$ cat src/rtl/fxc_pkg.sv
package fxc_pkg;

    localparam int OP_W = 6;

    typedef enum logic {
        PH_FETCH = 1'b0,
        PH_EXEC  = 1'b1
    } phase_e;

    typedef enum logic [1:0] {
        ALU_ADD   = 2'd0,
        ALU_SUB   = 2'd1,
        ALU_FUNCT = 2'd2,
        ALU_RSVD  = 2'd3
    } alu_mode_e;

    localparam logic [OP_W-1:0] OPC_RTYPE = 6'h00;
    localparam logic [OP_W-1:0] OPC_JUMP  = 6'h02;
    localparam logic [OP_W-1:0] OPC_BEQ   = 6'h04;
    localparam logic [OP_W-1:0] OPC_ADDI  = 6'h08;
    localparam logic [OP_W-1:0] OPC_LOAD  = 6'h23;
    localparam logic [OP_W-1:0] OPC_STORE = 6'h2B;

    typedef struct packed {
        logic      rf_wr;
        logic      mem_wr;
        logic      wb_mem;
        logic      b_imm;
        logic      ext_sign;
        logic      dst_rd;
        logic      is_beq;
        logic      is_jump;
        alu_mode_e alu_mode;
    } dec_t;

endpackage

$ cat src/rtl/fxc_phase_fsm.sv
module fxc_phase_fsm
    import fxc_pkg::*;
(
    input  logic   clk,
    input  logic   rst,
    output phase_e phase,
    output logic   ir_load,
    output logic   pc_load,
    output logic   addr_from_alu,
    output logic   commit_ok
);

    phase_e phase_q;
    phase_e phase_d;

    // next-state: ISSUE (FETCH->EXEC), RETIRE (EXEC->FETCH)
    always_comb begin
        phase_d = phase_q;
        unique case (phase_q)
            PH_FETCH: phase_d = PH_EXEC;
            PH_EXEC:  phase_d = PH_FETCH;
            default:  phase_d = PH_FETCH;
        endcase
    end

    // state register
    always_ff @(posedge clk) begin
        if (rst) phase_q <= PH_FETCH;
        else     phase_q <= phase_d;
    end

    // phase outputs
    always_comb begin
        ir_load       = 1'b0;
        pc_load       = 1'b0;
        addr_from_alu = 1'b0;
        commit_ok     = 1'b0;
        unique case (phase_q)
            PH_FETCH: begin
                ir_load = 1'b1;
            end
            PH_EXEC: begin
                pc_load       = 1'b1;
                addr_from_alu = 1'b1;
                commit_ok     = 1'b1;
            end
            default: ;
        endcase
    end

    assign phase = phase_q;

endmodule

$ cat src/rtl/fxc_op_decode.sv
module fxc_op_decode
    import fxc_pkg::*;
(
    input  logic [OP_W-1:0] opc,
    output dec_t            dec
);

    always_comb begin
        dec          = '0;
        dec.alu_mode = ALU_ADD;
        unique case (opc)
            OPC_RTYPE: begin
                dec.rf_wr    = 1'b1;
                dec.dst_rd   = 1'b1;
                dec.alu_mode = ALU_FUNCT;
            end
            OPC_ADDI: begin
                dec.rf_wr    = 1'b1;
                dec.b_imm    = 1'b1;
                dec.ext_sign = 1'b1;
            end
            OPC_LOAD: begin
                dec.rf_wr    = 1'b1;
                dec.wb_mem   = 1'b1;
                dec.b_imm    = 1'b1;
                dec.ext_sign = 1'b1;
            end
            OPC_STORE: begin
                dec.mem_wr   = 1'b1;
                dec.b_imm    = 1'b1;
                dec.ext_sign = 1'b1;
            end
            OPC_BEQ: begin
                dec.is_beq   = 1'b1;
                dec.ext_sign = 1'b1;
                dec.alu_mode = ALU_SUB;
            end
            OPC_JUMP: begin
                dec.is_jump  = 1'b1;
            end
            default: ;
        endcase
    end

endmodule

$ cat src/rtl/fxc_next_pc.sv
module fxc_next_pc #(
    parameter int AW   = 32,
    parameter int STEP = 4
) (
    input  logic          clk,
    input  logic          rst,
    input  logic          load,
    input  logic          redirect,
    input  logic [AW-1:0] target,
    output logic [AW-1:0] pc_q
);

    localparam logic [AW-1:0] INC = AW'(STEP);

    logic [AW-1:0] seq_pc;
    logic [AW-1:0] pc_d;

    assign seq_pc = pc_q + INC;
    assign pc_d   = redirect ? target : seq_pc;

    always_ff @(posedge clk) begin
        if (rst)       pc_q <= '0;
        else if (load) pc_q <= pc_d;
    end

endmodule

$ cat src/rtl/fetch_exec_ctl.sv
module fetch_exec_ctl
    import fxc_pkg::*;
#(
    parameter int AW = 32
) (
    input  logic            clk,
    input  logic            rst,
    input  logic [5:0]      op_code,
    input  logic            alu_zero,
    input  logic [AW-1:0]   jump_target,
    output logic            phase_exec,
    output logic            mem_addr_alu,
    output logic            ir_en,
    output logic            pc_en,
    output logic            rf_we,
    output logic            mem_we,
    output logic            wb_from_mem,
    output logic            alu_b_imm,
    output logic            imm_sign_ext,
    output logic            dest_is_rd,
    output logic [1:0]      alu_mode,
    output logic [AW-1:0]   pc
);

    phase_e phase;
    logic   commit_ok;
    dec_t   dec;
    logic   redirect;

    fxc_phase_fsm u_fsm (
        .clk           (clk),
        .rst           (rst),
        .phase         (phase),
        .ir_load       (ir_en),
        .pc_load       (pc_en),
        .addr_from_alu (mem_addr_alu),
        .commit_ok     (commit_ok)
    );

    fxc_op_decode u_dec (
        .opc (op_code),
        .dec (dec)
    );

    assign redirect = dec.is_jump | (dec.is_beq & alu_zero);

    fxc_next_pc #(.AW(AW), .STEP(4)) u_pc (
        .clk      (clk),
        .rst      (rst),
        .load     (pc_en),
        .redirect (redirect),
        .target   (jump_target),
        .pc_q     (pc)
    );

    assign phase_exec   = (phase == PH_EXEC);
    assign rf_we        = dec.rf_wr  & commit_ok;
    assign mem_we       = dec.mem_wr & commit_ok;
    assign wb_from_mem  = dec.wb_mem;
    assign alu_b_imm    = dec.b_imm;
    assign imm_sign_ext = dec.ext_sign;
    assign dest_is_rd   = dec.dst_rd;
    assign alu_mode     = dec.alu_mode;

endmodule

$ cat config.mk
export PLATFORM = sky130hd
export DESIGN_NAME = fetch_exec_ctl
export DESIGN_NICKNAME = d
export VERILOG_FILES = /design/src/rtl/fxc_pkg.sv /design/src/rtl/fxc_phase_fsm.sv /design/src/rtl/fxc_op_decode.sv /design/src/rtl/fxc_next_pc.sv /design/src/rtl/fetch_exec_ctl.sv
export SDC_FILE = /design/constraint.sdc
export NUM_CORES = 1
export LEC_CHECK = 0
export ABC_AREA = 1
export BUFFER_PORTS_ARGS = -buffer_cell sky130_fd_sc_hd__buf_4
export CORE_ASPECT_RATIO = 1.5
export CORE_MARGIN = 5
export CORE_UTILIZATION = 35
export CTS_CLUSTER_SIZE = 20
export DETAILED_ROUTE_END_ITERATION = 12
export PLACE_DENSITY_LB_ADDON = 0.25
export SYNTH_ARGS = -nofsm -noshare
export SYNTH_HDL_FRONTEND = slang
export SYNTH_HIERARCHICAL = 1
export SYNTH_SLANG_ARGS = --single-unit
$ cat constraint.sdc
create_clock -name clk -period 3.75 [get_ports clk]
set_input_delay 0.75 -clock clk [delete_from_list [all_inputs] [get_ports clk]]
set_output_delay 0.75 -clock clk [all_outputs]
set_load 0.01 [all_outputs]
==> summary.txt <==
Layout
  • Commonest non-fill, non-tap cells in the layout: nand2_1 (117), buf_4 (87), inv_1 (50)
  • Seq. cell area: 661 um2
  • NumNets Final: 518
  • Area Overhead vs Synth: 31.9%
  • Finished Cell Area: 3210 um2
  • Commonest non-fill, non-tap cell in the layout: nand2_1
  • Fill cells: between 700 and 800
  • Ant diodes: 0
  • Layout cells sized above 1: 0.256
  • Area occupied by multi-input gates: around 1500 um2
  • Fin util: 0.472

Worst setup path
  • Critical path arrival: 2.80 ns
  • Worst R2R Path Depth: 5
  • CP Class: primary input to flop
  • Crit path launch type: primary input
  • Reg2reg setup slack: between 1.5 and 2 ns
  • CP Capture Type: flop
  • Crit Reg-Reg Startpoint: u_fsm/phase$_SDFF_PP0_
  • Required @ worst endpoint: slightly below 4 ns
  • Crit Path Max Fanout: 14
  • Critical R2R Capture: u_pc/pc_q[10]$_SDFFE_PP0P_
  • Worst Setup SP: op_code[3]

Logic synthesis
  • Synth warn: 6
  • Synthesized cell area: approximately 2400 um2
  • Syn Area/Cell: between 6 and 7 um2
  • Syn Nets: 441
  • Yosys reg bits: 33
  • Seq/Total Area, Yosys: 0.271
  • Post-Syn Instances: ~400
  • Distinct cells, synth: 29

Power and ir drop
  • Pint: 0.625 mW
  • Switching share of total power: 0.251
  • Leakage: 1.53 nW
  • Peak supply drop: 0.000159 V
  • Psw: 0.209 mW
  • Clock power frac: 0.428
  • Sequential Power Share: 0.439
  • Power, Total: roughly 0.83 mW
  • Comb pwr share: 0.133
  • Pwr dens: 260 nW/um2

Die
  • Die Ht: 112 um
  • Rows: 37
  • Die width: 78.1 um
  • Ports: 85
  • Core area: slightly below 7000 um2
  • Initial core utilization: 0.358
  • Die area: 8760 um2

Detailed routing
  • Pre-antenna DRT Iters: 4
  • Vias per cell: 5.10
  • Detail Route Antenna Nets: 0
  • Routed WL: ~8000 um
  • DRC: 0
  • DR iter-0 viols: 178
  • Routed via count: roughly 2.8k
  • DR WL/cell: 14.2 um

Timing
  • Setup ws final: 1.17 ns
  • Clock skew: 0.00654 ns
  • Unrepaired setup endpoints after global routing: false
  • Fin. max-slew vios: 0
  • Tmin final: approximately 2.6 ns
  • Max frequency: 0.387 GHz
  • Worst slew margin: 0.519
  • Slew @ Worst Pin: between 0.7 and 0.8 ns
  • Final Setup Violations: 0
  • Period utilization: 0.688
  • Final Hold Viols: 0
  • Fin Setup TNS: 0 ns

Global routing
  • Vias in the first global route: 2781
  • Tot GR Track Use: 0.174
  • First-pass GRT wire length: between 10000 and 15000 um
  • Total gr overflow: 0
  • Largest net degree at the start of global routing: 20
  • Initial antenna violation count: 0

Min path
  • Worst Min Path Start: u_pc/pc_q[1]$_SDFFE_PP0P_
  • Hold Path End: u_pc/pc_q[1]$_SDFFE_PP0P_
  • Cell depth of the worst hold path: 2
  • HP Class: flop to flop

CTS
  • Clock latency on the worst-skew pair: 0.29 ns
  • CTS clk-pin slew, worst paths: ~0.070 ns
  • Hold_buf cts: 0
  • Clk buf depth: 2
  • Cts bufs inserted: 5
  • Post_cts resized: 0
  • CTS sink count: 33
  • TritonCTS clock tree: done
  • Setup Buffers After CTS: 0
  • H-tree depth: 2
  • Clk root buf: clkbuf_8

Placement
  • Final HPWL DP: 6030 um
  • Final GP Congestion: about 0.86
  • Place WS: 0.919 ns
  • Placed Area: 3100 um2
  • Number of port buffers: 84

Outcome
  • Status: completed

Flow run
  • Max cap viols: 0
## area by class of cell
type,instances,area share
clock buffer,7,0.0269
sequential,33,0.206
multi-input combinational,296,0.462
timing repair buffer,87,0.203
clock inverter,1,0.00935
tap,78,0.0304
inverter,53,0.0619
## Yosys cell counts
master | number | area share
o211ai_1 | 8 | 0.025
nor2_4 | 4 | 0.018
a221oi_1 | 1 | 0.0036
clkbuf_1 | 6 | 0.0092
nor2_8 | 4 | 0.033
nor2_2 | 5 | 0.013
nor3_1 | 9 | 0.018
a211oi_1 | 9 | 0.028
a21oi_2 | 5 | 0.018
clkinv_1 | 1 | 0.0015
nand3_1 | 41 | 0.084
ha_1 | 1 | 0.0051
and3_1 | 1 | 0.0026
nand2_4 | 2 | 0.0092
o221ai_1 | 2 | 0.0072
nand4_1 | 4 | 0.010
inv_1 | 50 | 0.077
buf_4 | 5 | 0.015
buf_2 | 6 | 0.012
a21oi_1 | 13 | 0.027
nand2_1 | 117 | 0.18
a31oi_1 | 1 | 0.0026
nand3_2 | 2 | 0.0082
nor2_1 | 46 | 0.071
dfxtp_1 | 33 | 0.27
nand2_2 | 4 | 0.010
o21ai_0 | 16 | 0.033
and2_1 | 1 | 0.0026
inv_2 | 2 | 0.0031
## kinds of logic (layout without fill, tap and decap cells)
kind of cell	Yosys count	after routing	share of synthesized area
AO/OA/AOI/OAI	55	55	0.143
adder cells (fa/ha/maj)	1	1	0.00514
buffers and inverters	70	148	0.119
flip-flops	33	33	0.271
AND/OR/NAND/NOR	240	240	0.461
## sequential cells by signal, summed over array words and instances (netlist names)
name / flops
u_fsm/phase: 1
u_pc/pc_q: 32
## power groups by stage
stage               Combinational (mW)  Clock [mW]  Sequential [mW]
floorplan                       0.0543           0            0.372
global placement                 0.110           0            0.375
detailed placement               0.111           0            0.375
CTS                              0.112       0.365            0.367
global route                     0.121       0.378            0.368
finish                           0.111       0.357            0.366
## worst max path at each step
stage	cells past startpoint	endpoint	slack [ns]
after floorplan	11	u_pc/pc_q[7]$_SDFFE_PP0P_	1.64
after global placement	13	u_pc/pc_q[9]$_SDFFE_PP0P_	1.00
after detailed placement	12	u_pc/pc_q[15]$_SDFFE_PP0P_	0.92
after CTS	12	u_pc/pc_q[15]$_SDFFE_PP0P_	1.23
after global routing	12	u_pc/pc_q[9]$_SDFFE_PP0P_	0.97
final	12	u_pc/pc_q[15]$_SDFFE_PP0P_	1.17
## metal layers
| layer | vias up | track usage | part of all wire |
|---|---|---|---|
| li1 | 1431 | - | - |
| met4 | 0 | 0.0598 | 0.020 |
| met3 | 10 | 0.0393 | 0.053 |
| met5 | - | 0 | 0 |
| met2 | 87 | 0.329 | 0.54 |
| met1 | 1303 | 0.184 | 0.39 |
## critical path, cell delays in order
cell,delay (ns)
buf_4,0.12
nor2_2,0.13
inv_1,0.08
nor3_1,0.16
inv_1,0.05
nand2_1,0.10
inv_1,0.19
nand2_1,0.38
inv_1,0.36
nand3_1,0.20
o211ai_1,0.10
a21oi_1,0.16
## stage by stage
step	hold WS, ns	cells
3_3_place_gp	0.469	547
5_1_grt	0.535	555
3_5_place_dp	0.489	547
2_1_floorplan	0.488	399
6_report	0.495	555
4_1_cts	0.500	555
Power figures use the tool's default switching activity.
